$ cat src/rtl/sprdma_pkg.sv
package sprdma_pkg;
    localparam int ADDR_W = 16;
    localparam int DATA_W = 8;
    localparam int OFF_W  = 8;
    localparam int PAGE_W = ADDR_W - OFF_W;
    localparam int RUN_CYC = 2 * (1 << OFF_W);
    localparam int CNT_W   = $clog2(RUN_CYC) + 1;
    localparam logic [ADDR_W-1:0] TRIG_ADDR = 16'h4014;
    localparam logic [ADDR_W-1:0] PORT_ADDR = 16'h2004;

    typedef enum logic [1:0] {PH_IDLE, PH_READ, PH_WRITE} phase_t;

    typedef struct packed {
        logic [PAGE_W-1:0] page;
        logic [OFF_W-1:0]  off;
    } src_addr_t;

    function automatic logic [ADDR_W-1:0] src_flat(input src_addr_t s);
        return {s.page, s.off};
    endfunction
endpackage

$ cat src/rtl/sprdma_snoop.sv
module sprdma_snoop
    import sprdma_pkg::*;
(
    input  logic [ADDR_W-1:0] cpu_addr,
    input  logic              cpu_we,
    input  logic              busy,
    output logic              start,
    output logic              fwd
);
    logic hit;

    always_comb begin
        hit   = cpu_we && (cpu_addr == TRIG_ADDR);
        start = hit && !busy;
        fwd   = cpu_we && !hit;
    end
endmodule

$ cat src/rtl/sprdma_addrgen.sv
module sprdma_addrgen
    import sprdma_pkg::*;
(
    input  logic              clk,
    input  logic              rst,
    input  logic              load,
    input  logic [PAGE_W-1:0] page_in,
    input  logic              step,
    input  logic              capture,
    input  logic [DATA_W-1:0] rdata,
    output src_addr_t         src,
    output logic              last,
    output logic [DATA_W-1:0] hold
);
    always_ff @(posedge clk) begin
        if (rst) begin
            src  <= '0;
            hold <= '0;
        end else begin
            if (load) begin
                src.page <= page_in;
                src.off  <= '0;
            end else if (step) begin
                src.off <= src.off + 1'b1;
            end
            if (capture)
                hold <= rdata;
        end
    end

    assign last = &src.off;

    AST_OFF_STEP: assert property (@(posedge clk) disable iff (rst)
        step && !last |=> src.off == $past(src.off) + 1'b1);
    AST_PAGE_HOLD: assert property (@(posedge clk) disable iff (rst)
        !load |=> $stable(src.page));
    AST_HOLD_CAPT: assert property (@(posedge clk) disable iff (rst)
        capture |=> hold == $past(rdata));
endmodule

$ cat src/rtl/sprdma_seq.sv
module sprdma_seq
    import sprdma_pkg::*;
(
    input  logic   clk,
    input  logic   rst,
    input  logic   start,
    input  logic   last,
    output phase_t phase,
    output logic   done
);
    logic [CNT_W-1:0] run_cnt;

    always_ff @(posedge clk) begin
        if (rst) begin
            phase <= PH_IDLE;
            done  <= 1'b0;
        end else begin
            done <= 1'b0;
            unique case (phase)
                PH_IDLE:  if (start) phase <= PH_READ;
                PH_READ:  phase <= PH_WRITE;
                PH_WRITE: begin
                    if (last) begin
                        phase <= PH_IDLE;
                        done  <= 1'b1;
                    end else begin
                        phase <= PH_READ;
                    end
                end
                default:  phase <= PH_IDLE;
            endcase
        end
    end

    always_ff @(posedge clk) begin
        if (rst || phase == PH_IDLE) run_cnt <= '0;
        else                          run_cnt <= run_cnt + 1'b1;
    end

    AST_RUN_LEN: assert property (@(posedge clk) disable iff (rst)
        done |-> run_cnt == CNT_W'(RUN_CYC));
    AST_DONE_PULSE: assert property (@(posedge clk) disable iff (rst)
        done |=> !done);
    AST_READ_FIRST: assert property (@(posedge clk) disable iff (rst)
        phase == PH_IDLE && start |=> phase == PH_READ);
endmodule

$ cat src/rtl/sprdma_engine.sv
module sprdma_engine
    import sprdma_pkg::*;
(
    input  logic              clk,
    input  logic              rst,
    input  logic [ADDR_W-1:0] cpu_addr,
    input  logic [DATA_W-1:0] cpu_wdata,
    input  logic              cpu_we,
    output logic              cpu_wr_fwd,
    output logic [ADDR_W-1:0] mem_addr,
    input  logic [DATA_W-1:0] mem_rdata,
    output logic [DATA_W-1:0] mem_wdata,
    output logic              mem_rd,
    output logic              mem_wr,
    output logic              cpu_stall,
    output logic              busy,
    output logic              done
);
    phase_t            phase;
    logic              start;
    logic              last;
    src_addr_t         src;
    logic [DATA_W-1:0] hold;

    sprdma_snoop u_snoop (
        .cpu_addr (cpu_addr),
        .cpu_we   (cpu_we),
        .busy     (busy),
        .start    (start),
        .fwd      (cpu_wr_fwd)
    );

    sprdma_addrgen u_addr (
        .clk     (clk),
        .rst     (rst),
        .load    (start),
        .page_in (cpu_wdata[PAGE_W-1:0]),
        .step    (mem_wr),
        .capture (mem_rd),
        .rdata   (mem_rdata),
        .src     (src),
        .last    (last),
        .hold    (hold)
    );

    sprdma_seq u_seq (
        .clk   (clk),
        .rst   (rst),
        .start (start),
        .last  (last),
        .phase (phase),
        .done  (done)
    );

    always_comb begin
        busy      = (phase != PH_IDLE);
        cpu_stall = busy;
        mem_rd    = (phase == PH_READ);
        mem_wr    = (phase == PH_WRITE);
        mem_addr  = mem_wr ? PORT_ADDR : src_flat(src);
        mem_wdata = hold;
    end

    AST_RD_THEN_WR: assert property (@(posedge clk) disable iff (rst)
        mem_rd |=> mem_wr);
    AST_ONE_STROBE: assert property (@(posedge clk) disable iff (rst)
        busy |-> $countones({mem_rd, mem_wr}) == 1);
    AST_BUSY_TRIG: assert property (@(posedge clk) disable iff (rst)
        busy && cpu_we && cpu_addr == TRIG_ADDR |=> $stable(src.page));
    AST_PORT_DEST: assert property (@(posedge clk) disable iff (rst)
        mem_wr |-> mem_addr == PORT_ADDR && mem_wdata == $past(mem_rdata));
endmodule

$ cat config.mk
export PLATFORM = sky130hd
export DESIGN_NAME = sprdma_engine
export DESIGN_NICKNAME = d
export VERILOG_FILES = /design/src/rtl/sprdma_pkg.sv /design/src/rtl/sprdma_snoop.sv /design/src/rtl/sprdma_addrgen.sv /design/src/rtl/sprdma_seq.sv /design/src/rtl/sprdma_engine.sv
export SDC_FILE = /design/constraint.sdc
export NUM_CORES = 1
export LEC_CHECK = 0
export BUFFER_PORTS_ARGS = -buffer_cell sky130_fd_sc_hd__buf_2
export CAP_MARGIN = 20
export CELL_PAD_IN_SITES_DETAIL_PLACEMENT = 0
export CELL_PAD_IN_SITES_GLOBAL_PLACEMENT = 1
export CORE_ASPECT_RATIO = 0.6
export CORE_MARGIN = 3
export CORE_UTILIZATION = 30
export DETAILED_ROUTE_END_ITERATION = 16
export PLACE_DENSITY = 0.79
export REMOVE_ABC_BUFFERS = 1
export SLEW_MARGIN = 20
export SYNTH_ARGS = -nofsm -noshare
export SYNTH_HDL_FRONTEND = slang
export SYNTH_SLANG_ARGS = --single-unit
$ cat constraint.sdc
create_clock -name clk -period 2.1 [get_ports clk]
set_clock_uncertainty 0.15 [all_clocks]
set_input_delay 0.63 -clock clk [delete_from_list [all_inputs] [get_ports clk]]
set_output_delay 0.63 -clock clk [all_outputs]
set_load 0.05 [all_outputs]
==> flow_metrics.py, run 1 <==
metrics = {
    "status": {
        "status": "finished, violations left",
        "violations": "setup timing",
    },
    "timing": {
        "timing.final.ws_setup_ns": -0.1169,
        "hold_violations": 0,
        "maxSlewViolCount": 0,
        "fmax_ghz": 0.4511,
        "setup_viol": 1,
        "relSlewSlack_pct": 64.35,
        "layout_min_cycle_time_ns": 2.217,
        "rsz0062_at_grt": "yes",
        "tightest_slew_ns": 0.5347,
        "period_share_pct": 105.6,
    },
    "global_routing": {
        "grtUsageMet1_pct": 17.03,
        "grt_pass1_wl_mm": 5.216,
        "antenna_found_initial": 0,
        "grtUsageTotal_pct": 12.31,
        "use_met2_pct": 18.58,
        "grt_pass1_vias": 1102,
        "grt_overflow": 0,
        "grt_max_degree": 36,
        "grt_busiest_layer": "met2",
        "grt_use_met3_pct": 4.552,
    },
    "die": {
        "core_area_um2": 3871,
        "die_w_um": 90.33,
        "pin_count": 65,
        "row_count": 17,
        "initial_core_util_pct": 33.06,
        "die_y_um": 56.60,
        "die_area_um2": 5112,
    },
    "run": {
        "maxCapViolations": 0,
    },
    "final_layout": {
        "fin_cells": 272,
        "final_cell_mix": "45 x buf_2, 27 x dfxtp_1, 19 x nand2b_1, 18 x nand2_1, 16 x buf_4",
        "antenna_cells": 0,
        "layout_commonest_cell": "buf_2",
        "fin_util_pct": 48.45,
        "area_growth_pct": 46.53,
        "drive_gt1_share_pct": 41.40,
        "final_nets": 252,
    },
    "power": {
        "power_w": 0.0008745,
        "p_leak_nw": 0.8155,
        "pwr-share-comb_pct": 8.0,
        "peakVddDrop_mv": 0.2790,
        "p_sw_w": 0.0001900,
        "power_frac_clock_pct": 33.5,
        "p_int_w": 0.0006845,
        "switching_share_pct": 21.72,
        "seqPwrFrac_pct": 58.5,
        "power.density_nw_per_um2": 466.3,
    },
    "yosys": {
        "ys_types": 26,
        "post_synth.cell_area_avg_um2": 8.767,
        "ys_ff_latch": 27,
        "netlist_area_um2": 1280,
        "synthCells": 146,
        "ys_seq_area_share_pct": 42.23,
        "synth_warnings": 0,
    },
    "critical_path": {
        "cp-end-kind": "primary output",
        "r2r_end": "u_seq.phase[0]",
        "worstSetupPathType": "in -> out",
        "r2r-start": "u_addr.src[0]",
        "crit_path_start": "cpu_addr[11]",
        "critPathArrivalTime_ns": 1.44,
        "ff2ff_setup_slack_ns": 0.51,
        "required_ns": 1.32,
        "endpoint": "cpu_wr_fwd",
        "worstPathMaxFanout": 2,
        "r2r_cells": 5,
        "worstSetupStartpointType": "primary input",
    },
    "clocking": {
        "numCtsBuffers": 3,
        "clk_path_buf_depth": 2,
        "cts_tree": "yes",
        "cts_hold_buffers": 0,
        "htreeDepth": 1,
        "clock-root-buffer": "clkbuf_8",
        "cts_sinks": 27,
        "worst_skew_pair.late_latency_ns": 0.27,
        "cts.clk_slew.worst_paths_ns": 0.09,
    },
    "drt": {
        "drt_first_pass_iters": 3,
        "drc_errors": 0,
        "post_drt_wl_per_cell_um": 11.59,
        "vias": 1181,
        "viasPerCell": 4.342,
        "drtIter0Drc": 50,
        "antenna_left": 0,
        "wl_mm": 3.152,
    },
    "worst_hold_path": {
        "holdPathStages": 2,
        "hold_class": "reg -> reg",
    },
    "placement": {
        "gp_routability_congestion": 0.7167,
        "hpwl_mm": 2.287,
        "io_buffer_count": 64,
        "dpl.cell_count": 264,
    },
}
repair_timing:
item | CTS | global route
hold endpoints to repair | 0 | 0
buffers inserted | 0 | 3
resized for setup | 28 | 6
gates cloned | 0 | 1
setup endpoints to repair | 11 | 17
pin swaps | 4 | 2
cells by family after synthesis:
group	after synthesis	synth area share, %
compound gates	10	4.301
buf+inv	11	4.106
xor+xnor	6	4.106
simple gates	83	38.02
fa+ha+maj	1	0.9774
flops	27	42.23
mux	8	6.256
metal layers:
metal / wire length, um / part of all wire [%]
met4: 12 / 0.38
met1: 1631 / 52
met2: 1281 / 41
met5: 0 / 0
met3: 226 / 7.2
area by class of cell:
class / count / area, um^2
Multi-Input combinational cell: 108 / 713.2
Sequential cell: 27 / 540.5
Clock buffer: 3 / 41.29
Tap cell: 57 / 71.32
Clock inverter: 1 / 5.005
Inverter: 3 / 15.01
Fill cell: 395 / 1996
Timing Repair Buffer: 73 / 489.2
cells in the mapped netlist (all sizes together):
cell type / instances / area, um^2
nand3: 2 / 10.01
mux2i: 8 / 80.08
a21oi: 9 / 45.04
inv: 2 / 7.510
xor2: 3 / 26.28
nor4b: 1 / 15.01
nor2: 4 / 15.01
and3: 1 / 6.260
clkinv: 1 / 3.750
nand4: 4 / 25.02
dfxtp: 27 / 540.5
clkbuf: 6 / 22.52
nand2: 18 / 67.56
xnor2: 3 / 26.28
and2: 16 / 101.4
or2: 2 / 12.51
nor3: 12 / 71.32
and4bb: 1 / 12.51
nand2b: 20 / 125.1
buf: 2 / 18.77
nor4: 2 / 25.02
ha: 1 / 12.51
o21ba: 1 / 10.01
flip-flops by register name, summed over array words and instances (netlist names):
register     cells
u_addr.src      16
u_seq.phase      2
u_seq.done       1
u_addr.hold      8
worst min-delay path by stage:
stage	start	end	slack [ns]
3_3_place_gp	u_addr.hold[5]	u_addr.hold[5]	0.29
2_1_floorplan	u_addr.src[13]	u_addr.src[13]	0.29
3_5_place_dp	u_addr.hold[1]	u_addr.hold[1]	0.29
5_1_grt	u_addr.hold[7]	u_addr.hold[7]	0.34
6_report	u_addr.hold[1]	u_addr.hold[1]	0.31
4_1_cts	u_addr.hold[1]	u_addr.hold[1]	0.31
per-stage QoR:
step	hold slack (ns)	worst slack, ns	TNS, ns	cell area, um^2
after floorplan	0.2929	-0.05118	-0.05118	1239
after global placement	0.2920	-0.2274	-0.2274	1680
after detailed placement	0.2938	-0.2617	-0.2645	1680
after CTS	0.3067	-0.1404	-0.1404	1823
after global routing	0.3375	-0.1844	-0.1844	1876
final	0.3051	-0.1169	-0.1169	1876
critical path, cell delays in order:
cell and delay [ns]:
buf_6 0.10, nor4b_4 0.26, nand4_1 0.14, and2_4 0.17
buf_8 0.14
power groups by stage:
stage                     combinational, W  clock [W]  sequential (W)
after floorplan                  0.0000172          0        0.000523
after global placement           0.0000589          0        0.000523
after detailed placement         0.0000600          0        0.000523
after CTS                        0.0000706   0.000309        0.000512
after global routing             0.0000758   0.000329        0.000512
final                            0.0000698   0.000293        0.000511
Power figures use the tool's default switching activity.
==> run 2: changes to the inputs <==
--- a/config.mk
+++ b/config.mk
@@ -7,13 +7,13 @@
 export LEC_CHECK = 0
 export BUFFER_PORTS_ARGS = -buffer_cell sky130_fd_sc_hd__buf_2
 export CAP_MARGIN = 20
-export CELL_PAD_IN_SITES_DETAIL_PLACEMENT = 0
-export CELL_PAD_IN_SITES_GLOBAL_PLACEMENT = 1
+export CELL_PAD_IN_SITES_DETAIL_PLACEMENT = 1
+export CELL_PAD_IN_SITES_GLOBAL_PLACEMENT = 2
 export CORE_ASPECT_RATIO = 0.6
 export CORE_MARGIN = 3
-export CORE_UTILIZATION = 30
+export CORE_UTILIZATION = 24
 export DETAILED_ROUTE_END_ITERATION = 16
-export PLACE_DENSITY = 0.79
+export PLACE_DENSITY = 0.81
 export REMOVE_ABC_BUFFERS = 1
 export SLEW_MARGIN = 20
 export SYNTH_ARGS = -nofsm -noshare
==> run 2 against run 1 <==
Compared with the run above: the flow still finishes with violations (setup timing); first-iteration DRC count is 48% lower; setup slack worse by 0.0026 ns; non-clock buffer count is 2 lower; cell count is 1.5% higher; clock-buffer cell count is 1 higher; combinational power hardly changed; critical path type unchanged; highest routed layer is now met3.
==> flow_metrics.py, run 2 (same netlist as run 1, synthesis figures left out) <==
metrics = {
    "drt": {
        "wl_met1_mm": 1.682,
        "post_drt_wl_per_cell_um": 12.38,
        "wl_mm": 3.417,
        "viasPerCell": 4.319,
        "antenna_left": 0,
        "drtIter0Drc": 26,
        "vias": 1192,
        "drt_first_pass_iters": 4,
        "met2_length_mm": 1.424,
        "top_layer": "met3",
        "wl_met3_um": 309,
        "drc_errors": 0,
    },
    "clocking": {
        "cts.clk_slew.worst_paths_ns": 0.09,
        "cts_sinks": 27,
        "numCtsBuffers": 3,
        "clock-root-buffer": "clkbuf_8",
        "clk_path_buf_depth": 2,
        "cts_hold_buffers": 0,
        "htreeDepth": 1,
        "worst_skew_pair.late_latency_ns": 0.26,
        "cts_tree": "yes",
    },
    "critical_path": {
        "crit_buf_inv": 2,
        "critPathArrivalTime_ns": 1.44,
        "cp_slowest_cell": "nor4_2",
        "worstPathCellList": "buf_2 -> nor4_2 -> nand4_1 -> and2_4 -> buf_8",
        "required_ns": 1.32,
        "critPathTopFamily": "simple AND/OR/NAND/NOR gates",
        "worstSetupStartpointType": "primary input",
        "cp-end-kind": "primary output",
        "worstPathMaxFanout": 2,
        "worstSetupPathType": "in -> out",
        "slowest_delay_ns": 0.25,
    },
    "timing": {
        "timing.final.ws_setup_ns": -0.1196,
        "period_share_pct": 105.7,
        "maxSlewViolCount": 0,
        "rsz0062_at_grt": "yes",
        "hold_violations": 0,
        "relSlewSlack_pct": 63.27,
        "fin_hold_ws_ns": 0.3051,
        "setup_viol": 1,
        "fmax_ghz": 0.4505,
        "tightest_slew_ns": 0.5510,
        "layout_min_cycle_time_ns": 2.220,
    },
    "final_layout": {
        "fin_cells": 276,
        "final_cell_area_um2": 1866,
        "layout_commonest_cell": "buf_2",
        "final_nets": 250,
        "drive_gt1_share_pct": 39.91,
        "fin_util_pct": 38.47,
        "final_cell_mix": "45 x buf_2, 27 x dfxtp_1, 19 x nand2b_1, 18 x nand2_1, 15 x buf_4",
        "area_growth_pct": 45.75,
        "regMostFlops": "u_addr.src",
        "top_regs": "u_addr.src x16, u_addr.hold x8, u_seq.phase x2",
        "largest_reg_flops": 16,
        "antenna_cells": 0,
    },
    "worst_hold_path": {
        "hold_class": "reg -> reg",
    },
    "die": {
        "die_w_um": 100.3,
        "pin_count": 65,
        "core_area_um2": 4850,
        "row_count": 19,
        "die_area_um2": 6275,
        "initial_core_util_pct": 26.39,
        "die_y_um": 62.57,
    },
    "global_routing": {
        "grtUsageTotal_pct": 10.69,
        "grt_pass1_wl_mm": 5.637,
        "grt_max_degree": 35,
        "grt_pass1_vias": 1207,
        "grt_overflow": 0,
        "antenna_found_initial": 0,
    },
    "power": {
        "power_w": 0.0008711,
        "power.density_nw_per_um2": 466.9,
        "p_leak_nw": 0.8111,
        "peakVddDrop_mv": 0.2031,
    },
    "placement": {
        "hpwl_mm": 2.597,
        "place_area_um2": 1708,
        "io_buffer_count": 64,
        "dpl.cell_count": 271,
        "gp_routability_congestion": 0.6923,
    },
    "run": {
        "maxCapViolations": 0,
    },
    "status": {
        "status": "finished, violations left",
        "violations": "setup timing",
    },
}
-- run 2: metal layers --
layer | up-vias | GRT usage, %
met5 | - | 0
met4 | 0 | 0.5042
met1 | 530 | 14.67
met3 | 0 | 4.236
li1 | 616 | -
met2 | 46 | 16.58
-- run 2: layout make-up --
type	instances	area [um^2]
well taps	63	78.83
inverters	3	11.26
fillers	580	2984
flip-flops and latches	27	540.5
clock buffers	4	45.04
repair buffers	71	483.0
multi-input cells	108	706.9
-- run 2: timing repair --
item	in CTS	in global routing
pin swaps	3	2
setup endpoints to repair	16	17
setup buffers	1	0
endpoints found under the hold margin	0	0
gates resized for setup	23	7
-- run 2: final timing paths --
kind | slack (ns) | end | cells past startpoint | startpoint
max | -0.12 | cpu_wr_fwd | 5 | cpu_addr[10]
min | 0.31 | u_addr.hold[5] | 2 | u_addr.hold[5]
max reg2reg | 0.51 | u_seq.phase[0] | 5 | u_addr.src[0]
min reg2reg | 0.31 | u_addr.hold[5] | 2 | u_addr.hold[5]
-- run 2: stage by stage --
stage | TNS [ns] | worst slack [ns]
final | -0.1196 | -0.1196
after global routing | -0.1856 | -0.1856
after detailed placement | -0.3819 | -0.2887
after floorplan | -0.05118 | -0.05118
after global placement | -0.2279 | -0.2279
after CTS | -0.1499 | -0.1499
-- run 2: report_power, final --
group          leakage, nW   switching, W  internal, W
logic                0.571      0.0000294    0.0000405
registers            0.217  0.00000000137     0.000511
clock network       0.0228       0.000154     0.000136
total                0.811       0.000184     0.000688
-- run 2: worst min-delay path: stages (launching register included) --
cell,delay (ns)
dfxtp_1,0.32
nand2_1,0.05
a21oi_1,0.05
==> run 3: changes to the inputs <==
--- a/config.mk
+++ b/config.mk
@@ -11,11 +11,12 @@
 export CELL_PAD_IN_SITES_GLOBAL_PLACEMENT = 2
 export CORE_ASPECT_RATIO = 0.6
 export CORE_MARGIN = 3
-export CORE_UTILIZATION = 24
+export CORE_UTILIZATION = 25
 export DETAILED_ROUTE_END_ITERATION = 16
-export PLACE_DENSITY = 0.81
+export PLACE_DENSITY = 0.82
 export REMOVE_ABC_BUFFERS = 1
 export SLEW_MARGIN = 20
 export SYNTH_ARGS = -nofsm -noshare
 export SYNTH_HDL_FRONTEND = slang
+export SYNTH_HIERARCHICAL = 1
 export SYNTH_SLANG_ARGS = --single-unit
==> run 3 against run 2 <==
Compared with the run above: the flow still finishes with violations (setup timing); register-to-register slack lost 0.31 ns; synthesized cell count shrank 12%; routed wire length grew 19%.
==> flow_metrics.py, run 3 <==
metrics = {
    "yosys": {
        "post_synth.cell_area_avg_um2": 9.816,
        "synthCells": 129,
        "synth_most_common_cell": "dfxtp_1",
        "ys_ff_latch": 27,
        "synthFlopType": "dfxtp_1",
        "netlist_area_um2": 1266,
        "ys_seq_area_share_pct": 42.69,
        "synth_edf_count": 0,
        "netlist_top_cells_count": "27 x dfxtp_1, 23 x nor2_1, 17 x mux2i_1",
        "synth_top_area_cell": "dfxtp_1",
        "synthTopCellsByArea": "dfxtp_1 43%, mux2i_1 13%, nor2_1 6.8%",
        "synth_top_area_share_pct": 42.69,
        "synth-async-reset-ratio_pct": 0,
        "ys_types": 30,
        "synth_warnings": 6,
    },
    "drt": {
        "viasPerCell": 4.368,
        "drc_errors": 0,
        "drt_first_pass_iters": 4,
        "post_drt_wl_per_cell_um": 15.62,
        "antenna_left": 0,
        "vias": 1140,
        "wl_mm": 4.077,
        "drtIter0Drc": 27,
    },
    "die": {
        "die_w_um": 97.88,
        "die_area_um2": 5983,
        "die_y_um": 61.13,
        "core_area_um2": 4731,
        "pin_count": 65,
        "initial_core_util_pct": 26.77,
        "row_count": 19,
    },
    "status": {
        "violations": "setup timing",
        "status": "finished, violations left",
    },
    "final_layout": {
        "top_regs": "u_addr/src x16, u_addr/hold x8, u_seq/phase x2",
        "drive_gt1_share_pct": 53.54,
        "regMostFlops": "u_addr/src",
        "area_growth_pct": 53.56,
        "largest_reg_flops": 16,
        "antenna_cells": 0,
        "fill_cells": 550,
        "final_cell_area_um2": 1944,
        "final_nets": 235,
        "layout_commonest_cell": "buf_2",
        "multi_input_area_um2": 778.2,
        "final_cell_mix": "43 x buf_2, 25 x dfxtp_1, 19 x nor2_1, 16 x mux2i_1",
        "regArea_um2": 545.5,
    },
    "critical_path": {
        "cp-end-kind": "primary output",
        "worstPathMaxFanout": 2,
        "required_ns": 1.32,
        "r2r-start": "u_seq/phase[0]",
        "ff2ff_setup_slack_ns": 0.20,
        "r2r_cells": 6,
        "critPathArrivalTime_ns": 1.49,
        "crit_path_start": "cpu_addr[0]",
        "r2r_end": "u_addr/src[11]",
        "worstSetupStartpointType": "primary input",
        "worstSetupPathType": "in -> out",
    },
    "power": {
        "power.density_nw_per_um2": 453.1,
        "p_leak_nw": 0.8430,
        "peakVddDrop_mv": 0.2614,
    },
    "timing": {
        "timing.final.ws_setup_ns": -0.1726,
        "fmax_ghz": 0.4400,
        "tightest_slew_ns": 0.4250,
        "relSlewSlack_pct": 71.67,
        "period_share_pct": 108.2,
        "maxSlewViolCount": 0,
        "fin_hold_ws_ns": 0.3442,
        "hold_violations": 0,
        "rsz0062_at_grt": "yes",
        "layout_min_cycle_time_ns": 2.273,
        "setup_viol": 15,
    },
    "clocking": {
        "numCtsBuffers": 3,
        "cts_hold_buffers": 0,
        "cts.clk_slew.worst_paths_ns": 0.09,
        "clock-root-buffer": "clkbuf_8",
        "htreeDepth": 1,
        "clk_path_buf_depth": 2,
        "worst_skew_pair.late_latency_ns": 0.27,
        "cts_tree": "yes",
        "cts_sinks": 27,
    },
    "worst_hold_path": {
        "hold_class": "reg -> reg",
        "holdPathStages": 2,
        "hp-start": "u_addr/hold[5]",
        "min_to": "u_addr/hold[5]",
    },
    "placement": {
        "place_area_um2": 1674,
        "gp_routability_congestion": 0.7564,
        "io_buffer_count": 64,
        "hpwl_mm": 2.643,
    },
    "global_routing": {
        "grt_pass1_vias": 1093,
        "grtUsageTotal_pct": 11.79,
        "grt_max_degree": 21,
        "grt_pass1_wl_mm": 5.533,
        "antenna_found_initial": 0,
        "grt_overflow": 0,
    },
    "run": {
        "maxCapViolations": 0,
    },
}
run 3: stage by stage:
step	instances	worst slack (ns)	setup TNS, ns	utilization, %	total power (W)
3_3_place_gp	254	-0.1922	-2.654	35.39	0.0005748
3_5_place_dp	254	-0.2125	-2.946	35.39	0.0005756
4_1_cts	259	-0.1232	-0.1232	38.30	0.0008889
5_1_grt	261	-0.2426	-2.001	41.10	0.0009204
6_report	261	-0.1726	-0.4880	41.10	0.0008809
2_1_floorplan	121	-0.1328	-1.825	-	0.0005347
run 3: cell families (layout without fill, tap and decap cells):
group | count (synthesis) | in the layout | share of synthesized area, %
mux | 17 | 17 | 13.44
simple gates | 65 | 67 | 33.60
buf+inv | 9 | 76 | 4.149
xor+xnor | 4 | 4 | 2.767
compound gates | 6 | 6 | 2.371
flops | 27 | 27 | 42.69
fa+ha+maj | 1 | 1 | 0.9880
run 3: how the worst max path moves through the flow:
stage                    endpoint  cells past startpoint  slack (ns)
floorplan           u_addr/src[0]                      5       -0.13
global placement       cpu_wr_fwd                      5       -0.19
detailed placement     cpu_wr_fwd                      5       -0.21
CTS                    cpu_wr_fwd                      5       -0.12
global route           cpu_wr_fwd                      5       -0.24
finish                 cpu_wr_fwd                      5       -0.17
run 3: critical path, cell delays in order:
cell	delay (ns)
buf_6	0.10
nor4_4	0.29
nand4_1	0.16
and2_4	0.17
buf_6	0.14
run 3: where the power goes:
group | switching [W] | total [W] | internal (W)
sequential | 0.00000000186 | 0.000510 | 0.000510
combinational | 0.0000329 | 0.0000762 | 0.0000433
clock | 0.000159 | 0.000295 | 0.000136
run 3: what timing repair did:
action	CTS	global route
pin swaps	6	8
buffers inserted	1	0
resized for setup	16	29
cloned	0	3
setup endpoints to repair	16	31
run 3: area by class of cell:
type                            instances  share of cell area [%]
Clock buffer                            4                   2.317
Inverter                                1                  0.1931
Multi-Input combinational cell         95                   40.03
Sequential cell                        27                   28.06
Tap cell                               63                   4.054
Timing Repair Buffer                   71                   25.35
run 3: metal layers:
metal / track usage [%] / vias up / share of wire [%]
li1: - / 575 / -
met1: 16.11 / 517 / 48
met2: 19.05 / 43 / 45
met3: 2.941 / 5 / 5.3
met4: 2.959 / 0 / 1.3
met5: 0 / - / 0
